$ cat src/rtl/thr_pkg.sv
package thr_pkg;

    typedef enum logic {
        PH_ACTIVE = 1'b0,
        PH_STALL  = 1'b1
    } phase_e;

    localparam int EV_RD  = 0;
    localparam int EV_WR  = 1;
    localparam int EV_CF  = 2;
    localparam int N_EV   = 3;

    typedef logic signed [63:0] wide_t;

    function automatic wide_t clamp_wide(input wide_t v, input wide_t lo, input wide_t hi);
        wide_t r;
        if (v < lo)      r = lo;
        else if (v > hi) r = hi;
        else             r = v;
        return r;
    endfunction

    function automatic wide_t scale_floor(input wide_t v, input int unsigned sh);
        return v >>> sh;
    endfunction

endpackage

$ cat src/rtl/thr_window_timer.sv
module thr_window_timer
    import thr_pkg::*;
#(
    parameter int WIN_LEN = 10000,
    parameter int LEN_W   = $clog2(WIN_LEN + 1)
)(
    input  logic             clk,
    input  logic             rst,
    input  logic [LEN_W-1:0] act_len,
    output logic [LEN_W-1:0] pos,
    output logic             win_end,
    output phase_e           phase
);
    localparam logic [LEN_W-1:0] LAST = LEN_W'(WIN_LEN - 1);

    logic [LEN_W-1:0] pos_q;

    always_ff @(posedge clk) begin
        if (rst)
            pos_q <= '0;
        else if (pos_q == LAST)
            pos_q <= '0;
        else
            pos_q <= pos_q + LEN_W'(1);
    end

    assign pos     = pos_q;
    assign win_end = (pos_q == LAST);
    assign phase   = (pos_q < act_len) ? PH_ACTIVE : PH_STALL;

endmodule

$ cat src/rtl/thr_event_counter.sv
module thr_event_counter
    import thr_pkg::*;
#(
    parameter int LEN_W = 14
)(
    input  logic                        clk,
    input  logic                        rst,
    input  logic                        win_end,
    input  logic [N_EV-1:0]             evt,
    output logic [N_EV-1:0][LEN_W-1:0]  cnt,
    output logic [N_EV-1:0][LEN_W-1:0]  snap
);
    for (genvar g = 0; g < N_EV; g++) begin : g_ev
        logic [LEN_W-1:0] cnt_q;

        always_ff @(posedge clk) begin
            if (rst || win_end)
                cnt_q <= '0;
            else if (evt[g])
                cnt_q <= cnt_q + LEN_W'(1);
        end

        assign cnt[g]  = cnt_q;
        assign snap[g] = cnt_q + LEN_W'(evt[g]);
    end

endmodule

$ cat src/rtl/thr_power_loop.sv
module thr_power_loop
    import thr_pkg::*;
#(
    parameter int WIN_LEN   = 10000,
    parameter int MIN_ACT   = 100,
    parameter int COEF_W    = 12,
    parameter int GAIN_W    = 8,
    parameter int GAIN_FRAC = 4,
    parameter int PWR_W     = 32,
    parameter int LEN_W     = $clog2(WIN_LEN + 1)
)(
    input  logic                        clk,
    input  logic                        rst,
    input  logic                        win_end,
    input  logic [N_EV-1:0][LEN_W-1:0]  snap,
    input  logic [N_EV-1:0][COEF_W-1:0] w_ev,
    input  logic [COEF_W-1:0]           w_base,
    input  logic [PWR_W-1:0]            budget,
    input  logic [GAIN_W-1:0]           gain,
    output logic [LEN_W-1:0]            act_len
);
    localparam wide_t LO = wide_t'(MIN_ACT);
    localparam wide_t HI = wide_t'(WIN_LEN);

    wide_t term [N_EV];
    wide_t est;
    wide_t err;
    wide_t step;
    wide_t next_len;
    logic [LEN_W-1:0] act_q;

    for (genvar g = 0; g < N_EV; g++) begin : g_term
        assign term[g] = wide_t'(w_ev[g]) * wide_t'(snap[g]);
    end

    always_comb begin
        est = wide_t'(w_base);
        for (int i = 0; i < N_EV; i++)
            est = est + term[i];
        err      = wide_t'(budget) - est;
        step     = scale_floor(err * wide_t'(gain), GAIN_FRAC);
        next_len = clamp_wide(wide_t'(act_q) + step, LO, HI);
    end

    always_ff @(posedge clk) begin
        if (rst)
            act_q <= LEN_W'(WIN_LEN);
        else if (win_end)
            act_q <= next_len[LEN_W-1:0];
    end

    assign act_len = act_q;

endmodule

$ cat src/rtl/thr_cmd_throttle.sv
module thr_cmd_throttle
    import thr_pkg::*;
#(
    parameter int WIN_LEN   = 10000,
    parameter int MIN_ACT   = 100,
    parameter int COEF_W    = 12,
    parameter int GAIN_W    = 8,
    parameter int GAIN_FRAC = 4,
    parameter int PWR_W     = 32,
    localparam int LEN_W    = $clog2(WIN_LEN + 1)
)(
    input  logic              clk,
    input  logic              rst,
    input  logic              cmd_valid_i,
    input  logic              rd_evt_i,
    input  logic              wr_evt_i,
    input  logic              conf_evt_i,
    input  logic [PWR_W-1:0]  pwr_budget_i,
    input  logic [GAIN_W-1:0] loop_gain_i,
    input  logic [COEF_W-1:0] w_base_i,
    input  logic [COEF_W-1:0] w_rd_i,
    input  logic [COEF_W-1:0] w_wr_i,
    input  logic [COEF_W-1:0] w_conf_i,
    output logic              issue_en_o,
    output logic [LEN_W-1:0]  act_len_o
);
    logic [LEN_W-1:0]             win_pos;
    logic                         win_end;
    phase_e                       phase;
    logic [N_EV-1:0]              evt;
    logic [N_EV-1:0][COEF_W-1:0]  w_ev;
    logic [N_EV-1:0][LEN_W-1:0]   ev_cnt;
    logic [N_EV-1:0][LEN_W-1:0]   ev_snap;
    logic [LEN_W-1:0]             act_len;

    always_comb begin
        evt[EV_RD]  = rd_evt_i;
        evt[EV_WR]  = wr_evt_i;
        evt[EV_CF]  = conf_evt_i;
        w_ev[EV_RD] = w_rd_i;
        w_ev[EV_WR] = w_wr_i;
        w_ev[EV_CF] = w_conf_i;
    end

    thr_window_timer #(
        .WIN_LEN (WIN_LEN),
        .LEN_W   (LEN_W)
    ) timer_i (
        .clk     (clk),
        .rst     (rst),
        .act_len (act_len),
        .pos     (win_pos),
        .win_end (win_end),
        .phase   (phase)
    );

    thr_event_counter #(
        .LEN_W (LEN_W)
    ) count_i (
        .clk     (clk),
        .rst     (rst),
        .win_end (win_end),
        .evt     (evt),
        .cnt     (ev_cnt),
        .snap    (ev_snap)
    );

    thr_power_loop #(
        .WIN_LEN   (WIN_LEN),
        .MIN_ACT   (MIN_ACT),
        .COEF_W    (COEF_W),
        .GAIN_W    (GAIN_W),
        .GAIN_FRAC (GAIN_FRAC),
        .PWR_W     (PWR_W),
        .LEN_W     (LEN_W)
    ) loop_i (
        .clk     (clk),
        .rst     (rst),
        .win_end (win_end),
        .snap    (ev_snap),
        .w_ev    (w_ev),
        .w_base  (w_base_i),
        .budget  (pwr_budget_i),
        .gain    (loop_gain_i),
        .act_len (act_len)
    );

    assign issue_en_o = cmd_valid_i && (phase == PH_ACTIVE);
    assign act_len_o  = act_len;

endmodule

$ cat config.mk
export PLATFORM = sky130hd
export DESIGN_NAME = thr_cmd_throttle
export DESIGN_NICKNAME = d
export VERILOG_FILES = /design/src/rtl/thr_pkg.sv /design/src/rtl/thr_window_timer.sv /design/src/rtl/thr_event_counter.sv /design/src/rtl/thr_power_loop.sv /design/src/rtl/thr_cmd_throttle.sv
export SDC_FILE = /design/constraint.sdc
export NUM_CORES = 2
export LEC_CHECK = 0
export BUFFER_PORTS_ARGS = -buffer_cell sky130_fd_sc_hd__buf_2
export CAP_MARGIN = 40
export CORE_MARGIN = 2
export CORE_UTILIZATION = 45
export CTS_CLUSTER_DIAMETER = 80
export DETAILED_ROUTE_END_ITERATION = 7
export SETUP_SLACK_MARGIN = 0.3
export SYNTH_ARGS = -nofsm -noshare
export SYNTH_HDL_FRONTEND = slang
export SYNTH_SLANG_ARGS = --single-unit
$ cat constraint.sdc
create_clock -name clk -period 25 [get_ports clk]
set_clock_uncertainty 0.1 [all_clocks]
set_input_delay 5 -clock clk [delete_from_list [all_inputs] [get_ports clk]]
set_output_delay 5 -clock clk [all_outputs]
set_load 0.1 [all_outputs]
== Word level (Yosys, flattened, before mapping) ==
Index checks and enable logic that the tools add are counted.

* Register bits: 70
* Input port bits: 94
* Logic and storage cells: 30

* Add/sub/neg operators: 12
* Multiply operators: 4
* Magnitude comparators: 3
* Eq/ne operators: 1
* Mux-type cells: 2
* Reduce and logical (&&, ||, !) cells: 3

{| class="wikitable"
|+ Operator list
! operator !! count
|-
| $add A64 B64 Y64 || 2
|-
| $mul A12 B14 Y26 || 3
|-
| $add A13 B64 Y64 || 1
|-
| $mul A64 B9 Y64 || 1
|-
| $sub A33 B64 Y64 || 1
|-
| $add A15 B60 Y61 || 1
|-
| $gt A61 B15 Y1 const B || 1
|-
| $lt A61 B8 Y1 const B || 1
|-
| $add A14 B1 Y14 const B || 4
|-
| $add A14 B1 Y14 || 3
|-
| $mux W14 || 2
|-
| $eq A14 B14 Y1 const B || 1
|-
| $lt A14 B14 Y1 || 1
|-
| $reduce_or A2 Y1 || 1
|-
| $logic_and A1 B1 Y1 || 1
|-
| $logic_or A1 B1 Y1 || 1
|}

== Longest topological paths before layout ==
* Depth in word-level cells: 11
* Depth in mapped cells: 72
* Gate-level depth less buffers: 67

== Hierarchy ==
From an unflattened synthesis, not the netlist that was laid out.

* Cells, all modules: 4881
* Area total of the unflattened synthesis: 40511.4 um2

{| class="wikitable"
|+ By module, submodules not included
! module !! times used !! cells an instance !! area an instance (um2) !! sequential area each (um2)
|-
| thr_power_loop || 1 || 4467 || 37001.7 || 280.3
|-
| thr_event_counter || 1 || 300 || 2526.2 || 840.8
|-
| thr_window_timer || 1 || 113 || 969.7 || 280.3
|-
| thr_cmd_throttle || 1 || 1 || 13.8 || 0.0
|}

== Worst setup path after synthesis ==
No wires, ideal clock.

* Path kind: in2reg
* From: input port conf_evt_i
* To: register loop_i.act_q[13], in the netlist loop_i.act_len[13]
* Library setup time: 120 ps
* Data arrival time: 20676 ps
* Data required time: 24780 ps
* Path slack: 4104 ps
* Stages: 67
* Buffers on the path: 7
* Cells stage by stage: ha_1 -> ha_1 -> nand3_1 -> nor2_1 -> nand2_1 -> xnor2_1 -> clkbuf_1 -> nand2_1 -> fa_1 -> fa_1 -> inv_1 -> fa_1 -> inv_1 -> fa_1 -> fa_1 -> inv_1 -> ha_1 -> a21oi_1 -> [... 31 more ...] -> inv_1 -> ha_1 -> clkbuf_1 -> nand2_1 -> nor4_1 -> o21a_1 -> o21a_1 -> and4_1 -> buf_2 -> and4_1 -> nand4_1 -> nor4_2 -> nor2b_1 -> and3_1 -> o21ai_1 -> or4_1 -> buf_6 -> a211o_1

* Longest elaborated chain between the ends: 9
* Elaborated cells on any way between the ends: 10
* Those cells by class: add/sub (4); mul (2); order compare (2); mux (2)

{| class="wikitable"
|+ Ends and longest elaborated chain
! item !! line !! text
|-
| start: declaration || thr_cmd_throttle.sv:17 || <nowiki>input logic conf_evt_i,</nowiki>
|-
| $add A14 B1 Y14 * || thr_event_counter.sv:24 || <nowiki>assign snap[g] = cnt_q + LEN_W'(evt[g]);</nowiki>
|-
| $mul A12 B14 Y26 * || thr_power_loop.sv:33 || <nowiki>assign term[g] = wide_t'(w_ev[g]) * wide_t'(snap[g]);</nowiki>
|-
| $add A64 B64 Y64 * || thr_power_loop.sv:39 || <nowiki>est = est + term[i];</nowiki>
|-
| $sub A33 B64 Y64 * || thr_power_loop.sv:40 || <nowiki>err = wide_t'(budget) - est;</nowiki>
|-
| $mul A64 B9 Y64 * || thr_power_loop.sv:41 || <nowiki>step = scale_floor(err * wide_t'(gain), GAIN_FRAC);</nowiki>
|-
| $add A15 B60 Y61 * || thr_power_loop.sv:42 || <nowiki>next_len = clamp_wide(wide_t'(act_q) + step, LO, HI);</nowiki>
|-
| $gt A61 B15 Y1 || thr_pkg.sv:18 || <nowiki>else if (v > hi) r = hi;</nowiki>
|-
| $mux W14 || thr_pkg.sv:18 ||
|-
| $mux W14 * || thr_pkg.sv:17 || <nowiki>if (v < lo) r = lo;</nowiki>
|-
| end signal: assignment || thr_power_loop.sv:47 || <nowiki>act_q <= LEN_W'(WIN_LEN);</nowiki>
|-
| end signal: assignment || thr_power_loop.sv:49 || <nowiki>act_q <= next_len[LEN_W-1:0];</nowiki>
|-
| end: declaration || thr_power_loop.sv:30 || <nowiki>logic [LEN_W-1:0] act_q;</nowiki>
|}

Mark *: on every way between the ends. The rest lies on a longest branch, timed or not.
A chain may end at the register's enable or synchronous reset.

== Final worst setup path ==
* From: input port rd_evt_i
* To: register loop_i.act_q[1], in the netlist loop_i.act_len[1]

* Longest elaborated chain between the ends: 11
* Elaborated cells on any way between the ends: 12
* Those cells by class: add/sub (6); mul (2); order compare (2); mux (2)

{| class="wikitable"
|+ Ends and longest elaborated chain
! item !! line !! text
|-
| start: declaration || thr_cmd_throttle.sv:15 || <nowiki>input logic rd_evt_i,</nowiki>
|-
| $add A14 B1 Y14 * || thr_event_counter.sv:24 ||
|-
| $mul A12 B14 Y26 * || thr_power_loop.sv:33 ||
|-
| $add A13 B64 Y64 * || thr_power_loop.sv:39 ||
|-
| $add A64 B64 Y64 * (2 in a row) || thr_power_loop.sv:39 ||
|-
| $sub A33 B64 Y64 * || thr_power_loop.sv:40 ||
|-
| $mul A64 B9 Y64 * || thr_power_loop.sv:41 ||
|-
| $add A15 B60 Y61 * || thr_power_loop.sv:42 ||
|-
| $gt A61 B15 Y1 || thr_pkg.sv:18 ||
|-
| $mux W14 || thr_pkg.sv:18 ||
|-
| $mux W14 * || thr_pkg.sv:17 ||
|}

Marked as above.

==> run_results.csv <==
group,metric,value,unit
status,status,"finished, final reports clean",
floorplanning,start_util,45.5,%
synth,synth_common_cells,"inv_1 (994), fa_1 (774), nand2_1 (722)",
final_layout,syn2layout_area_growth,4.94,%
sta,fmax,43.1,MHz
detailed_routing,drc,0,
hold_path,holdPathStages,1,
floorplanning,die-area,92000,um2
final_layout,drive_above_1_share,4.99,%
detailed_routing,vias,32018,
detailed_routing,finalWirelength,108000,um
synth,synth_top_flop_cell,"dfxtp_1",
global_route,grt-ovfl-total,0,
synth,yosys.area.top_type_share,38.4,%
synth,synth.distinct_cells,90,
synth,yosysMostFrequentCell,"inv_1",
clock_tree,cts_buffers,9,
synth,synth-edff-count,0,
worst_setup_path,path_max_fanout,37,
detailed_routing,wl_met1,51800,um
synth,synthesis.area,40300,um2
sta,period_minus_slack,23.21,ns
synth,avgSynthCellArea,8.26,um2
clock_tree,clkTransAtPathRegs,0.07,ns
worst_setup_path,crit_slowest_cell,"nor4_1",
worst_setup_path,cp.required,25.20,ns
worst_setup_path,r2r_start,"count_i.g_ev[0].cnt_q[0]",
hold_path,hold-path-endpoint,"timer_i.pos[0]",
sta,rsz0062_at_grt,"false",
detailed_routing,drtPass1Iterations,6,
place,io_buffers,108,
hold_path,min_path_type,"flip-flop to flip-flop",
worst_setup_path,reg2reg_depth,56,
floorplanning,dieWidth,303,um
synth,syn_inst,4882,
synth,yosys_warnings,0,
detailed_routing,highest_layer,"met5",
detailed_routing,wl_per_cell,17.9,um
floorplanning,placementRows,109,
synth,ys_top_cells_by_area,"fa_1 (38%), ha_1 (12%), inv_1 (9.3%), nand2_1 (6.7%), and2_1 (5.0%)",
worst_setup_path,r2r-end,"loop_i.act_len[1]",
clock_tree,cts_resized,0,
clock_tree,clk_path_buf_depth,2,
final_layout,diodes,0,
clock_tree,clk_latency,0.41,ns
synth,synth-async-reset-ratio,0,%
global_route,first_global_vias,32106,
hold_path,hp-start,"timer_i.pos[0]",
floorplanning,io_pins,109,
place,gp_congestion,0.919,
worst_setup_path,crit_top_cell,"fa_1",
clock_tree,cts_tree,"yes",
synth,yosysSeqAreaShare,3.47,%
run,drv_cap,0,
clock_tree,ctsHoldBuffers,0,
detailed_routing,met2_length,47100,um
global_route,antenna_found_initial,3,
global_route,grt_first_pass_wirelength,176000,um
worst_setup_path,critPathKind,"primary input to flip-flop",
detailed_routing,via_per_inst,5.31,
detailed_routing,dr_wl_met3,6820,um
worst_setup_path,cp-start-kind,"primary input",
final_layout,fin_nets,6129,
floorplanning,coreArea,88600,um2
sta,finalHoldViolations,0,
detailed_routing,initialDrtViolationCount,2143,
clock_tree,cts_max_level,3,
sta,post-route-period-util,92.8,%
global_route,grt_max_degree,58,
sta,fin_tns_setup,0,ns
worst_setup_path,endpoint_kind,"flip-flop",
floorplanning,die_h,303,um
worst_setup_path,crit_buf_inv,9,
worst_setup_path,critPathTopFamily,"adder cells",
final_layout,fillCellCount,8871,
place,hpwl,91000,um
worst_setup_path,critPathMaxStageDelay,0.85,ns
sta,slew_violations,0,
worst_setup_path,arrival,23.41,ns
synth,synth_top_cell_by_area,"fa_1",
sta,max_slew_margin,35.3,%
synth,synthesis.nets,6148,
sta,finalSetupViolCount,0,
worst_setup_path,rrSetupSlack,6.14,ns
sta,tightest_slew,0.961,ns
detailed_routing,antenna_left,0,
clock_tree,clkSinkCount,70,
clock_tree,post-cts-setup-buffers,0,
synth,ys_seq_elements,70,
global_route,grt_usage,24.2,%
clock_tree,cts-root-buf,"clkbuf_16",
kinds of logic (layout without fill, tap and decap cells):
logic type | Yosys count | after routing | share of synthesized area, %
and+or+nand+nor | 1632 | 1632 | 19.7
buffers and inverters | 1195 | 1181 | 11.2
adders and majority gates | 1172 | 1172 | 50.8
AOI/OAI and AO/OA | 565 | 565 | 9.38
xor gates and xnor gates | 232 | 232 | 5.07
DFF | 70 | 70 | 3.47
muxes | 16 | 16 | 0.403
layout make-up:
class                      count  area, um2  share of cell area (%)
multi-input combinational   3617      34400                    81.3
inverter                     994       3730                    8.81
tap                         1165       1460                    3.44
sequential                    70       1400                    3.31
timing repair buffer         171       1030                    2.43
clock buffer                   9        225                   0.532
clock inverter                 7       61.3                   0.145
stage by stage:
stage,std cells,worst slack [ns],cell area (um2),util (%),hold slack [ns]
final,6033,1.79,42300,47.7,0.371
after global routing,6033,0.426,42300,47.7,0.385
after CTS,6032,1.71,42300,47.7,0.373
after detailed placement,6016,1.38,42000,47.4,0.355
after global placement,5998,1.69,41900,47.2,0.346
after floorplan,4882,4.10,40300,-,0.321
layer usage:
layer,GRT usage [%],vias to the layer above
met4,5.21,2
met1,36.2,16016
met3,4.25,89
met2,36.5,794
li1,-,15117
met5,0,-
cells in the final DEF, fill, tap and decap left out, types with 72 or more instances in the layout:
cell type,instances
fa_1,774
nand3_1,72
xor2_1,89
inv_1,994
and2_1,323
a21oi_1,168
o21ai_0,91
ha_1,398
nor2_1,185
nand2_1,722
xnor2_1,142
buf_2,108
worst max-delay path by stage:
stage	start	slack [ns]	to	cells past startpoint
after floorplan	conf_evt_i	4.10	loop_i.act_len[13]	67
after global placement	rd_evt_i	1.69	loop_i.act_len[13]	61
after detailed placement	rd_evt_i	1.38	loop_i.act_len[1]	61
after CTS	rd_evt_i	1.71	loop_i.act_len[1]	60
after global routing	rd_evt_i	0.43	loop_i.act_len[1]	62
final	rd_evt_i	1.79	loop_i.act_len[1]	57
flip-flops by register name, indices dropped and copies added, names as in the netlist:
register and count:
count_i.g_ev.cnt_q 42, loop_i.act_len 14, timer_i.pos 14
Power is left out: the tool's default activity adds up to more than one toggle a clock period on the data nets, which glitch-free logic cannot reach.
